--- config.mk ---
export PLATFORM = sky130hd
export DESIGN_NAME = dma_fifo_bridge
export DESIGN_NICKNAME = d
export VERILOG_FILES = /design/src/rtl/dmab_pkg.sv /design/src/rtl/dmab_datapath.sv /design/src/rtl/dmab_control.sv /design/src/rtl/dma_fifo_bridge.sv
export SDC_FILE = /design/constraint.sdc
export NUM_CORES = 1
export LEC_CHECK = 0
export BUFFER_PORTS_ARGS = -buffer_cell sky130_fd_sc_hd__buf_2
export CORE_UTILIZATION = 35
export CTS_BUF_LIST = sky130_fd_sc_hd__clkbuf_2
export CTS_CLUSTER_DIAMETER = 50
export CTS_CLUSTER_SIZE = 30
export DETAILED_ROUTE_END_ITERATION = 8
export GPL_TIMING_DRIVEN = 1
export PLACE_DENSITY_LB_ADDON = 0.05
export SETUP_SLACK_MARGIN = 0.15
export SYNTH_ARGS = -nofsm -noshare
export SYNTH_HDL_FRONTEND = slang
export SYNTH_HIERARCHICAL = 1
export SYNTH_SLANG_ARGS = --single-unit
--- constraint.sdc ---
create_clock -name clk -period 3.8 [get_ports clk]
set_input_delay 0.19 -clock clk [delete_from_list [all_inputs] [get_ports clk]]
set_output_delay 0.19 -clock clk [all_outputs]
set_load 0.02 [all_outputs]
--- src/rtl/dmab_pkg.sv ---
package dmab_pkg;

  typedef enum logic [1:0] {
    MODE_IDLE   = 2'd0,
    MODE_FIFO   = 2'd1,
    MODE_STATUS = 2'd2
  } mode_t;

  localparam logic [7:0] CMD_FIFO   = 8'hF7;
  localparam logic [7:0] CMD_STATUS = 8'hEF;
  localparam logic [7:0] CMD_IRQREL = 8'h9F;

  // strobes from control to datapath, at most one of each per cycle
  typedef struct packed {
    logic clear;   // empty the FIFO
    logic wrByte;  // append one peripheral byte
    logic wrWord;  // append host word, high byte first
    logic rdByte;  // pop one byte to the peripheral
    logic rdWord;  // pop up to two bytes toward the host
  } ctl_t;

endpackage

--- src/rtl/dmab_datapath.sv ---
module dmab_datapath
  import dmab_pkg::*;
#(
  parameter int DEPTH = 64
) (
  input  logic                       clk,
  input  logic                       rstN,
  input  ctl_t                       ctl,
  input  logic [7:0]                 byteIn,
  input  logic [15:0]                wordIn,
  output logic [$clog2(DEPTH):0]     count,
  output logic [15:0]                wordOut,
  output logic [7:0]                 byteOut
);
  localparam int AW = $clog2(DEPTH);
  localparam int CW = AW + 1;

  logic [7:0]    mem [DEPTH];
  logic [AW-1:0] wrPtr, rdPtr, wrNext, rdNext;
  logic [CW-1:0] pushN, popN;
  logic          pairAvail;

  assign wrNext    = wrPtr + AW'(1);
  assign rdNext    = rdPtr + AW'(1);
  assign pairAvail = count >= CW'(2);

  always_comb begin
    pushN = '0;
    popN  = '0;
    if (ctl.wrByte) pushN = CW'(1);
    if (ctl.wrWord) pushN = CW'(2);
    if (ctl.rdByte) popN  = CW'(1);
    if (ctl.rdWord) popN  = pairAvail ? CW'(2) : CW'(1);
  end

  always_ff @(posedge clk) begin
    if (!ctl.clear) begin
      if (ctl.wrByte) mem[wrPtr] <= byteIn;
      if (ctl.wrWord) begin
        mem[wrPtr]  <= wordIn[15:8];
        mem[wrNext] <= wordIn[7:0];
      end
    end
  end

  always_ff @(posedge clk or negedge rstN) begin
    if (!rstN) begin
      wrPtr   <= '0;
      rdPtr   <= '0;
      count   <= '0;
      byteOut <= '0;
    end else if (ctl.clear) begin
      wrPtr <= '0;
      rdPtr <= '0;
      count <= '0;
    end else begin
      wrPtr <= wrPtr + AW'(pushN);
      rdPtr <= rdPtr + AW'(popN);
      count <= count + pushN - popN;
      if (ctl.rdByte) byteOut <= mem[rdPtr];
    end
  end

  assign wordOut = (count == '0) ? 16'h0000
                 : {mem[rdPtr], pairAvail ? mem[rdNext] : 8'h00};

  AST_COUNT_BOUND: assert property (@(posedge clk) disable iff (!rstN)
    count <= CW'(DEPTH));
  AST_NO_POP_EMPTY: assert property (@(posedge clk) disable iff (!rstN)
    ctl.rdByte |-> count != '0);
  AST_NO_PUSH_FULL: assert property (@(posedge clk) disable iff (!rstN)
    ctl.wrByte |-> count != CW'(DEPTH));
  AST_WORD_ROOM: assert property (@(posedge clk) disable iff (!rstN)
    ctl.wrWord |-> count <= CW'(DEPTH - 2));
  AST_CLEAR_EMPTIES: assert property (@(posedge clk) disable iff (!rstN)
    ctl.clear |=> count == '0);

endmodule

--- src/rtl/dmab_control.sv ---
module dmab_control
  import dmab_pkg::*;
#(
  parameter int DEPTH = 64
) (
  input  logic                   clk,
  input  logic                   rstN,
  input  logic                   clrFifo,
  input  logic                   cmdLoad,
  input  logic [7:0]             cmdCode,
  input  logic                   rdWrN,
  input  logic                   strobeN,
  input  logic                   blockEnd,
  input  logic                   dmaGrant,
  input  logic                   irqAssert,
  input  logic [$clog2(DEPTH):0] count,
  input  logic [7:0]             byteOut,
  output ctl_t                   ctl,
  output logic [7:0]             perDataOut,
  output logic                   dmaReq,
  output logic                   irqPullLow
);
  localparam int CW   = $clog2(DEPTH) + 1;
  localparam int HALF = DEPTH / 2;

  mode_t mode;
  logic  strobePrev, err, drain, errSet;
  logic  fifoOn, fall, rise, grantAct, ready;
  logic  [7:0] statusByte;

  assign fifoOn   = (mode == MODE_FIFO);
  assign fall     = strobePrev & ~strobeN;
  assign rise     = ~strobePrev & strobeN;
  assign dmaReq   = fifoOn && !err &&
                    (rdWrN ? (count <= CW'(HALF))
                           : (count >= CW'(HALF) || (drain && count != '0)));
  assign grantAct = dmaGrant && dmaReq;

  always_comb begin
    ctl       = '0;
    errSet    = 1'b0;
    ctl.clear = clrFifo;
    if (!clrFifo) begin
      if (fifoOn && !err) begin
        if (!rdWrN && rise) begin
          if (count == CW'(DEPTH)) errSet = 1'b1;
          else                     ctl.wrByte = 1'b1;
        end
        if (rdWrN && fall) begin
          if (count == '0) errSet = 1'b1;
          else             ctl.rdByte = 1'b1;
        end
      end
      if (grantAct) begin
        if (rdWrN) ctl.wrWord = 1'b1;
        else       ctl.rdWord = 1'b1;
      end
    end
  end

  always_ff @(posedge clk or negedge rstN) begin
    if (!rstN) begin
      mode       <= MODE_IDLE;
      strobePrev <= 1'b1;
      err        <= 1'b0;
      drain      <= 1'b0;
      irqPullLow <= 1'b0;
    end else begin
      strobePrev <= strobeN;
      if (cmdLoad) begin
        case (cmdCode)
          CMD_FIFO:   mode <= MODE_FIFO;
          CMD_STATUS: mode <= MODE_STATUS;
          default:    mode <= MODE_IDLE;
        endcase
      end
      if (clrFifo) begin
        err   <= 1'b0;
        drain <= 1'b0;
      end else begin
        if (errSet)             err   <= 1'b1;
        if (blockEnd)           drain <= 1'b1;
        else if (count == '0)   drain <= 1'b0;
      end
      if (cmdLoad && cmdCode == CMD_IRQREL) irqPullLow <= 1'b0;
      else if (irqAssert)                   irqPullLow <= 1'b1;
    end
  end

  assign ready      = rdWrN ? (count != '0) : (count != CW'(DEPTH));
  assign statusByte = {~dmaReq, ready, ~err, 5'b00000};

  always_comb begin
    case (mode)
      MODE_FIFO:   perDataOut = byteOut;
      MODE_STATUS: perDataOut = statusByte;
      default:     perDataOut = 8'h00;
    endcase
  end

  AST_ERR_STICKY: assert property (@(posedge clk) disable iff (!rstN)
    err && !clrFifo |=> err);
  AST_CLEAR_ERR: assert property (@(posedge clk) disable iff (!rstN)
    clrFifo |=> !err);
  AST_IRQ_RELEASE: assert property (@(posedge clk) disable iff (!rstN)
    cmdLoad && cmdCode == CMD_IRQREL |=> !irqPullLow);
  AST_IRQ_SET: assert property (@(posedge clk) disable iff (!rstN)
    irqAssert && !cmdLoad |=> irqPullLow);

endmodule

--- src/rtl/dma_fifo_bridge.sv ---
module dma_fifo_bridge
  import dmab_pkg::*;
#(
  parameter int DEPTH = 64
) (
  input  logic        clk,
  input  logic        rstN,
  input  logic        clrFifo,
  input  logic        cmdLoad,
  input  logic [7:0]  cmdCode,
  input  logic        rdWrN,
  input  logic        strobeN,
  input  logic [7:0]  perDataIn,
  output logic [7:0]  perDataOut,
  input  logic        blockEnd,
  output logic        dmaReq,
  input  logic        dmaGrant,
  input  logic [15:0] hostWordIn,
  output logic [15:0] hostWordOut,
  input  logic        irqAssert,
  output logic        irqPullLow
);
  localparam int CW = $clog2(DEPTH) + 1;

  ctl_t          ctl;
  logic [CW-1:0] count;
  logic [7:0]    byteOut;

  dmab_control #(.DEPTH(DEPTH)) u_ctrl (
    .clk(clk), .rstN(rstN), .clrFifo(clrFifo), .cmdLoad(cmdLoad),
    .cmdCode(cmdCode), .rdWrN(rdWrN), .strobeN(strobeN),
    .blockEnd(blockEnd), .dmaGrant(dmaGrant), .irqAssert(irqAssert),
    .count(count), .byteOut(byteOut), .ctl(ctl),
    .perDataOut(perDataOut), .dmaReq(dmaReq), .irqPullLow(irqPullLow)
  );

  dmab_datapath #(.DEPTH(DEPTH)) u_data (
    .clk(clk), .rstN(rstN), .ctl(ctl), .byteIn(perDataIn),
    .wordIn(hostWordIn), .count(count), .wordOut(hostWordOut),
    .byteOut(byteOut)
  );

endmodule

==> impl_metrics.env, run 1 <==
export IMPL_place_area_mm2=0.0361
export IMPL_cp_cell_sequence="ha_4, buf_16, buf_12, mux4_2, mux2i_1, o22ai_1, o21ai_1, buf_4, o31ai_4, buf_6"
export IMPL_failed_checks="negative setup slack"
export IMPL_syn_avg_cell_area_um2=13.3
export IMPL_antenna_found_initial=2
export IMPL_synth_top_family_by_area="multiplexers"
export IMPL_drv_slew=0
export IMPL_clkTransAtPathRegs_ps=180
export IMPL_synth_seq_cells=545
export IMPL_io_pins=67
export IMPL_synthXorXnorAreaFrac_pct=0.546
export IMPL_final_fill_count=8781
export IMPL_yosys_area_share_adder_pct=1.02
export IMPL_initial_utilization_pct=35.3
export IMPL_final_setup_tns_ps=-7720
export IMPL_hold_viol_final=0
export IMPL_htree_levels=3
export IMPL_r2r_cells=14
export IMPL_final_antenna_net_count=0
export IMPL_drive_above_1_share_pct=43.9
export IMPL_via_count=24500
export IMPL_hp_class="in -> reg"
export IMPL_routedWlPerCell_um=32.7
export IMPL_cap_violations=0
export IMPL_layout_setup_ws_ps=-572
export IMPL_via_per_inst=5.93
export IMPL_firstDrtPassIters=6
export IMPL_r2r_end="u_data/mem[32][3]"
export IMPL_cts_buffer_depth=3
export IMPL_start_kind="flop"
export IMPL_crit_required_ps=3610
export IMPL_hold_depth=3
export IMPL_yosysSeqAreaShare_pct=48.4
export IMPL_post_route_period_util_pct=115
export IMPL_synth_nets=2579
export IMPL_p_leak_nw=13.3
export IMPL_rrSetupSlack_ps=250
export IMPL_synth_simple_area_share_pct=6.88
export IMPL_syn_cell_area_mm2=0.0334
export IMPL_min_to="u_ctrl/strobePrev"
export IMPL_drt_iter0_drc=2590
export IMPL_synth_edf_count=512
export IMPL_fp_dieW_um=311
export IMPL_drc=0
export IMPL_synthMuxAreaShare_pct=31.1
export IMPL_die_area_mm2=0.0968
export IMPL_dp_hpwl_mm=85.2
export IMPL_io_buffer_count=66
export IMPL_post_place_ws_ps=77.5
export IMPL_synth_flop_cell="edfxtp_1"
export IMPL_clk_latency_ps=1320
export IMPL_async_flop_share_pct=6.06
export IMPL_relSlewSlack_pct=15.0
export IMPL_grt_max_degree=45
export IMPL_root_buffer="clkbuf_2"
export IMPL_wl_mm=135
export IMPL_gr_total_overflow=0
export IMPL_min_period_ps=4370
export IMPL_peakVddDrop_uv=155
export IMPL_cp_max_fo=7
export IMPL_synthCells=2513
export IMPL_cts_buffers=89
export IMPL_rows=113
export IMPL_p_per_area_mw_per_mm2=293
export IMPL_multiInputGateArea_mm2=0.0167
export IMPL_register_area_mm2=0.0162
export IMPL_finalPower_mw=11.7
export IMPL_fin_nets=2850
export IMPL_critPathMaxStageDelay_ps=580
export IMPL_end_kind="primary output"
export IMPL_status="complete, but fails checks"
export IMPL_critical_path_arrival_ps=4180
export IMPL_design_area_mm2=0.0401
export IMPL_rsz0062_at_grt="yes"
export IMPL_grt_use_total_pct=27.4
export IMPL_worstHoldStart="strobeN"
export IMPL_yosysUniqueCellTypes=72
export IMPL_cts_tree="yes"
export IMPL_die_y_um=311
export IMPL_setup_viol=16
export IMPL_core_mm2=0.0949
export IMPL_ys_warn_count=6
export IMPL_rr_startpoint="u_data/count[1]"
export IMPL_skew_ps=106
export IMPL_clock_sinks=545
export IMPL_tightest_slew_ps=1260
export IMPL_grt_pass1_vias=24100
export IMPL_grt_pass1_wl_mm=187
export IMPL_critPathKind="reg -> out"
export IMPL_gp_congestion=0.924
export IMPL_fmax_ghz=0.229
export IMPL_synthToLayoutAreaGrowth_pct=19.8
export IMPL_worst_path_max_delay_cell="dfrtp_4"
export IMPL_synth_compound_area_share_pct=8.13
export IMPL_final_core_util_pct=42.2
per-stage QoR:
stage / cells / hold WS [ps]
after global placement: 3808 / 332
final: 4124 / 161
after CTS: 4108 / 7.70
after detailed placement: 3808 / 337
after global routing: 4123 / 122
after floorplan: 2513 / -106
cell usage in the layout, fill, tap and decap left out, drive strengths merged, types with 46 or more instances in the layout:
| master | netlist | routed |
|---|---|---|
| edfxtp | 512 | 512 |
| mux2 | 360 | 360 |
| buf | 114 | 341 |
| nor2 | 267 | 267 |
| mux4 | 216 | 216 |
| a21oi | 216 | 216 |
| mux2i | 148 | 148 |
| nand2 | 104 | 104 |
| clkbuf | 141 | 100 |
| o21ai | 92 | 92 |
| dlygate4sd3 | 0 | 83 |
| o22ai | 46 | 46 |
timing repair:
item | in CTS | in global routing
hold buffers | 85 | 0
pin swaps | 17 | 19
setup endpoints to repair | 24 | 265
cloned | 19 | 1
gates resized for setup | 163 | 59
setup buffers | 33 | 13
endpoints found under the hold margin | 575 | 0
area by class of cell:
type	instances	share of cell area (%)
diodes	3	0.0187
clock inverters	64	1.66
flip-flops and latches	545	40.5
repair buffers	435	10.7
inverters	22	0.215
well taps	1265	3.95
multi-input cells	1691	41.7
clock buffers	99	1.24
flip-flops by register name, indices dropped and copies added (netlist names):
name,flops
u_ctrl/drain,1
u_ctrl/err,1
u_data/mem,512
u_data/rdPtr,6
u_ctrl/strobePrev,1
u_data/count,7
u_ctrl/mode,2
u_data/byteOut,8
u_data/wrPtr,6
u_ctrl/irqPullLow,1
synth_stat cells (13+ instances only):
library cell / number / area share (%)
o221ai_1: 32 / 0.84
nand2_1: 83 / 0.93
buf_4: 26 / 0.58
mux4_2: 216 / 15
edfxtp_1: 512 / 46
a21oi_1: 216 / 3.2
a22oi_1: 14 / 0.31
nand2_2: 13 / 0.24
clkbuf_1: 141 / 1.6
mux2i_1: 148 / 4.4
mux2_2: 347 / 12
inv_1: 22 / 0.25
buf_2: 59 / 0.88
o22ai_1: 42 / 0.79
o21ai_0: 82 / 1.2
buf_1: 17 / 0.19
nor2_1: 251 / 2.8
dfrtp_1: 32 / 2.4
nor2b_1: 22 / 0.41
mux2_1: 13 / 0.44
ha_1: 21 / 0.79
report_power, final:
| part | internal, mW | switching [mW] | total [mW] | leakage, nW |
|---|---|---|---|---|
| Sequential | 6.57 | 0.0178 | 6.58 | 5.04 |
| Combinational | 0.370 | 0.552 | 0.922 | 7.51 |
| Clock | 1.55 | 2.68 | 4.23 | 0.717 |
critical path, delay by kind of cell, from the launching register on:
family,cells,cell delay [ps]
adders and majority gates,1,350
muxes,2,940
buffers and inverters,4,590
DFF,1,580
AOI/OAI and AO/OA,3,420
worst max path at each step:
stage	startpoint	to	slack, ps	cells past startpoint
2_1_floorplan	u_ctrl/mode[1]	u_data/mem[39][0]	460	13
3_3_place_gp	u_data/count[1]	u_data/mem[57][0]	140	12
3_5_place_dp	u_data/count[1]	u_data/mem[57][7]	80	12
4_1_cts	u_data/rdPtr[0]	hostWordOut[5]	-680	11
5_1_grt	u_data/rdPtr[0]	hostWordOut[5]	-660	11
6_report	u_data/rdPtr[0]	hostWordOut[5]	-570	10
routing by layer:
| layer | global-route usage [%] | wire, um | vias up |
|---|---|---|---|
| li1 | - | - | 10400 |
| met1 | 36.9 | 55900 | 12800 |
| met2 | 45.3 | 64700 | 1066 |
| met3 | 3.69 | 9410 | 222 |
| met4 | 9.34 | 4770 | 2 |
| met5 | 0 | 13 | - |
cells by family after synthesis:
| kind of cell | after synthesis |
|---|---|
| fa+ha+maj | 25 |
| compound gates | 453 |
| simple gates | 472 |
| flops | 545 |
| buf+inv | 277 |
| mux | 724 |
| xor+xnor | 17 |
(Power assumes the default switching activity.)
==> inputs of run 2 (changes only) <==
--- a/config.mk
+++ b/config.mk
@@ -6,6 +6,7 @@
 export NUM_CORES = 1
 export LEC_CHECK = 0
 export BUFFER_PORTS_ARGS = -buffer_cell sky130_fd_sc_hd__buf_2
+export CORE_MARGIN = 2
 export CORE_UTILIZATION = 35
 export CTS_BUF_LIST = sky130_fd_sc_hd__clkbuf_2
 export CTS_CLUSTER_DIAMETER = 50
@@ -13,6 +14,7 @@
 export DETAILED_ROUTE_END_ITERATION = 8
 export GPL_TIMING_DRIVEN = 1
 export PLACE_DENSITY_LB_ADDON = 0.05
+export RECOVER_POWER = 50
 export SETUP_SLACK_MARGIN = 0.15
 export SYNTH_ARGS = -nofsm -noshare
 export SYNTH_HDL_FRONTEND = slang
==> impl_metrics.env, run 2 (same netlist as run 1, synthesis figures left out) <==
export IMPL_crit_required_ps=3610
export IMPL_via_per_inst=5.92
export IMPL_cts_buffers=86
export IMPL_cts_tree="yes"
export IMPL_tightest_slew_ps=2170
export IMPL_fin_nets=2899
export IMPL_io_buffer_count=66
export IMPL_top_regs="u_data/mem: 512 flops, u_data/byteOut: 8 flops, u_data/count: 7 flops"
export IMPL_antenna_found_initial=5
export IMPL_min_period_ps=4280
export IMPL_end_kind="primary output"
export IMPL_rr_startpoint="u_data/count[1]"
export IMPL_final_cell_mix="edfxtp_1 (512), mux2_2 (346), nor2_1 (236)"
export IMPL_start_kind="flop"
export IMPL_worstHoldStart="hostWordIn[7]"
export IMPL_critPathTopFamily="multiplexers"
export IMPL_final_common_cell="edfxtp_1"
export IMPL_cap_violations=1
export IMPL_gp_congestion=0.888
export IMPL_p_per_area_mw_per_mm2=300
export IMPL_final_setup_tns_ps=-9760
export IMPL_critical_path_arrival_ps=4090
export IMPL_fp_dieW_um=313
export IMPL_die_y_um=313
export IMPL_fmax_ghz=0.234
export IMPL_grt_max_degree=45
export IMPL_rsz0062_at_grt="yes"
export IMPL_cts_buffer_depth=3
export IMPL_synthToLayoutAreaGrowth_pct=23.3
export IMPL_worst_path_max_delay_cell="mux4_2"
export IMPL_final_antenna_net_count=0
export IMPL_critPathKind="reg -> out"
export IMPL_failed_checks="max-capacitance violations, max-slew violations, negative setup slack"
export IMPL_core_mm2=0.0949
export IMPL_grt_pass1_wl_mm=187
export IMPL_root_buffer="clkbuf_2"
export IMPL_wl_mm=136
export IMPL_clk_latency_ps=1400
export IMPL_crit_start="u_data/rdPtr[1]"
export IMPL_p_leak_nw=13.6
export IMPL_hold_viol_final=0
export IMPL_via_count=24700
export IMPL_io_pins=67
export IMPL_finalPower_mw=12.4
export IMPL_gr_total_overflow=0
export IMPL_cp_max_fo=8
export IMPL_initial_utilization_pct=35.3
export IMPL_crit_top_cell="buf_6"
export IMPL_whs_ps=174
export IMPL_die_area_mm2=0.0981
export IMPL_rows=113
export IMPL_largest_reg_flops=512
export IMPL_skew_ps=173
export IMPL_regMostFlops="u_data/mem"
export IMPL_instances_no_fill=4174
export IMPL_drv_slew=34
export IMPL_hp_class="in -> reg"
export IMPL_cp_cell_sequence="ha_4, buf_12, buf_6, mux4_2, mux2i_4, o22ai_1, o21ai_2, buf_4, o31ai_4, buf_6"
export IMPL_post_place_ws_ps=89.2
export IMPL_drt_iter0_drc=2660
export IMPL_dp_hpwl_mm=86.2
export IMPL_clkTransAtPathRegs_ps=190
export IMPL_worst_path_buf_inv=4
export IMPL_grt_use_total_pct=26.8
export IMPL_htree_levels=3
export IMPL_setup_viol=79
export IMPL_grt_pass1_vias=24100
export IMPL_drive_above_1_share_pct=46.6
export IMPL_status="complete, but fails checks"
export IMPL_clock_sinks=545
export IMPL_drc=0
export IMPL_layout_setup_ws_ps=-479
export IMPL_relSlewSlack_pct=-44.8
export IMPL_post_route_period_util_pct=113
export IMPL_routedWlPerCell_um=32.6
export IMPL_peakVddDrop_uv=181
export IMPL_post_place_cells=3816
export IMPL_critPathMaxStageDelay_ps=570
export IMPL_firstDrtPassIters=6
[run 2: cell types whose count changed in the layout (fill, tap and decap cells not counted), sizes merged]
cell         delta
clkbuf         +48
inv             +6
bufinv          +9
clkinv          -5
diode           +3
dlygate4sd3     -8
clkinvlp        -4
bufbuf          -9
buf            +10
[run 2: tightest hold or removal path: stages]
cell and delay (ps):
dlygate4sd3_1 560, buf_2 380, nor2_1 200, a21oi_1 40
[run 2: layer usage]
| layer | vias to the layer above | GRT usage [%] | wire length [um] |
|---|---|---|---|
| met1 | 13000 | 36.3 | 57700 |
| met5 | - | 0 | 0 |
| met2 | 1005 | 44.3 | 65300 |
| met4 | 0 | 8.38 | 4450 |
| met3 | 194 | 4.10 | 8810 |
| li1 | 10500 | - | - |
[run 2: timing repair]
action | 4_1_cts | 5_1_grt
pin swaps | 20 | 43
hold buffers | 76 | 0
endpoints found under the hold margin | 567 | 0
buffers inserted | 30 | 64
cloned | 11 | 13
endpoints found under the setup margin | 93 | 441
resized for setup | 212 | 169
[run 2: final timing paths]
check | depth (start not counted) | endpoint | slack [ps]
worst max-delay path | 10 | hostWordOut[5] | -480
worst min-delay path | 4 | u_data/mem[37][7] | 170
worst max register to register | 11 | u_data/mem[38][7] | -210
worst min register to register | 2 | u_data/byteOut[0] | 510
max in group asynchronous | 5 | u_data/rdPtr[3] | 1020
min in group asynchronous | 5 | u_data/wrPtr[2] | 1160
[run 2: through the flow]
stage / cell area, um^2 / util [%]
2_1_floorplan: 33400 / -
3_3_place_gp: 36200 / 38.1
3_5_place_dp: 36200 / 38.1
4_1_cts: 39900 / 42.0
5_1_grt: 41200 / 43.5
6_report: 41200 / 43.5
[run 2: final cells by class]
type | count | area [um^2]
Antenna cell | 6 | 15.0
Multi-Input combinational cell | 1691 | 17200
Sequential cell | 545 | 16200
Clock buffer | 88 | 440
Inverter | 22 | 82.6
Clock inverter | 70 | 960
Fill cell | 8784 | 53600
Timing Repair Buffer | 487 | 4780
Tap cell | 1265 | 1580
[run 2: power breakdown]
group	internal, mW	switching [mW]
Clock	2.13	2.74
Combinational	0.375	0.556
Sequential	6.57	0.0213
Total	9.07	3.32
==> inputs of run 3 (changes only) <==
==> constraint.sdc (replaced) <==
create_clock -name clk -period 3.8 [get_ports clk]
set_input_delay 0 -clock clk [delete_from_list [all_inputs] [get_ports clk]]
set_output_delay 0 -clock clk [all_outputs]
set_load 0.02 [all_outputs]
==> impl_metrics.env, run 3 (same netlist as run 1, synthesis figures left out) <==
export IMPL_fin_nets=2883
export IMPL_wl_mm=137
export IMPL_drt_iter0_drc=2755
export IMPL_cts_buffer_depth=3
export IMPL_fmax_ghz=0.245
export IMPL_hold_depth=4
export IMPL_r2r_end="u_data/mem[63][0]"
export IMPL_register_area_mm2=0.0162
export IMPL_clock_sinks=545
export IMPL_final_common_cell="edfxtp_1"
export IMPL_via_count=24800
export IMPL_drc=0
export IMPL_critPathKind="reg -> out"
export IMPL_p_leak_nw=13.4
export IMPL_fp_dieW_um=313
export IMPL_die_y_um=313
export IMPL_failed_checks="max-capacitance violations, max-slew violations, negative setup slack"
export IMPL_final_antenna_net_count=0
export IMPL_rr_startpoint="u_data/count[1]"
export IMPL_grt_pass1_wl_mm=192
export IMPL_multiInputGateArea_mm2=0.0173
export IMPL_relSlewSlack_pct=-49.4
export IMPL_critical_path_arrival_ps=4070
export IMPL_setup_viol=198
export IMPL_skew_ps=133
export IMPL_hold_viol_final=0
export IMPL_end_kind="primary output"
export IMPL_p_per_area_mw_per_mm2=286
export IMPL_drv_slew=34
export IMPL_gp_congestion=0.896
export IMPL_min_to="u_data/mem[56][7]"
export IMPL_status="complete, but fails checks"
export IMPL_final_fill_count=8728
export IMPL_via_per_inst=5.98
export IMPL_layout_setup_ws_ps=-274
export IMPL_initial_utilization_pct=35.3
export IMPL_root_buffer="clkbuf_2"
export IMPL_worstHoldStart="hostWordIn[15]"
export IMPL_cp_max_fo=8
export IMPL_drive_above_1_share_pct=45.6
export IMPL_tightest_slew_ps=2240
export IMPL_rows=113
export IMPL_finalPower_mw=11.7
export IMPL_rsz0062_at_grt="yes"
export IMPL_hp_class="in -> reg"
export IMPL_peakVddDrop_uv=255
export IMPL_crit_required_ps=3800
export IMPL_cap_violations=1
export IMPL_io_pins=67
export IMPL_place_area_mm2=0.0362
export IMPL_htree_levels=3
export IMPL_routedWlPerCell_um=33.0
export IMPL_min_period_ps=4070
export IMPL_r2r_cells=12
export IMPL_final_core_util_pct=43.2
export IMPL_clk_latency_ps=1300
export IMPL_clkTransAtPathRegs_ps=160
export IMPL_firstDrtPassIters=5
export IMPL_io_buffer_count=66
export IMPL_final_cell_mix="edfxtp_1 (512), mux2_2 (346), nor2_1 (243)"
export IMPL_grt_use_total_pct=27.6
export IMPL_antenna_found_initial=6
export IMPL_top_regs="u_data/mem: 512 flops, u_data/byteOut: 8 flops, u_data/count: 7 flops"
export IMPL_dp_hpwl_mm=87.2
export IMPL_largest_reg_flops=512
export IMPL_gr_total_overflow=0
export IMPL_grt_pass1_vias=24600
export IMPL_design_area_mm2=0.0410
export IMPL_grt_max_degree=65
export IMPL_core_mm2=0.0949
export IMPL_die_area_mm2=0.0981
export IMPL_cts_buffers=89
export IMPL_synthToLayoutAreaGrowth_pct=22.7
export IMPL_regMostFlops="u_data/mem"
export IMPL_rrSetupSlack_ps=-130
export IMPL_start_kind="flop"
export IMPL_post_route_period_util_pct=107
export IMPL_cts_tree="yes"
==> run 3: changes by cell type in the layout (fill, tap and decap cells not counted), sizes merged <==
cell / delta
bufinv: -10
clkbuf: +20
diode: -4
inv: -2
bufbuf: +3
dlygate4sd3: +8
buf: -35
clkinv: +2
==> run 3: metal layers <==
layer / up-vias / GRT usage (%) / wire length, um
li1: 10500 / - / -
met1: 13000 / 37.8 / 58000
met2: 1126 / 45.2 / 65500
met3: 215 / 4.38 / 9550
met4: 2 / 8.45 / 4270
met5: - / 0 / 13
==> run 3: timing repair <==
action                                  in CTS  in global routing
endpoints found under the setup margin      16                790
gates cloned                                19                  5
resized for setup                          292                103
pin swaps                                   39                 30
hold buffers                                85                  0
hold endpoints to repair                   782                  0
buffers inserted                            47                 25
==> run 3: worst max-delay path by stage <==
stage / startpoint / endpoint / slack, ps / cells past startpoint
after detailed placement: u_ctrl/mode[1] / u_data/count[6] / 260 / 18
after CTS: u_data/rdPtr[0] / hostWordOut[6] / -390 / 10
final: u_data/rdPtr[1] / hostWordOut[1] / -270 / 10
after floorplan: u_ctrl/mode[1] / u_data/mem[39][0] / 460 / 13
after global placement: u_ctrl/mode[1] / u_data/count[6] / 240 / 18
after global routing: u_data/rdPtr[0] / hostWordOut[0] / -380 / 10
==> run 3: final cells by class <==
type / count / area share, %
sequential: 545 / 39.5
antenna: 2 / 0.0122
inverter: 22 / 0.201
multi-input combinational: 1691 / 42.2
clock inverter: 60 / 1.52
tap: 1265 / 3.86
clock buffer: 103 / 1.26
timing repair buffer: 468 / 11.4
==> run 3: worst max-delay path: stages (launching register included) <==
cell,delay [ps]
dfrtp_4,540
ha_4,410
buf_6,150
buf_16,140
mux4_2,550
mux2i_4,300
o22ai_2,110
o21ai_2,200
buf_6,160
o31ai_4,80
buf_6,140
==> run 3: per-stage QoR <==
step           instances  worst slack [ps]  hold slack (ps)  TNS (ps)
2_1_floorplan       2513               462             -296         0
6_report            4156              -274              162    -11890
3_5_place_dp        3811               257              146         0
5_1_grt             4156              -377              108    -97000
4_1_cts             4125              -392             1.86    -79350
3_3_place_gp        3811               242              147         0
==> run 3: report_power, final <==
part           leakage [nW]  switching [mW]  total (mW)  internal, mW
logic                  7.63           0.568       0.960         0.392
clock network         0.718            2.69        4.20          1.51
registers              5.04          0.0171        6.58          6.57
total                  13.4            3.28        11.7          8.47
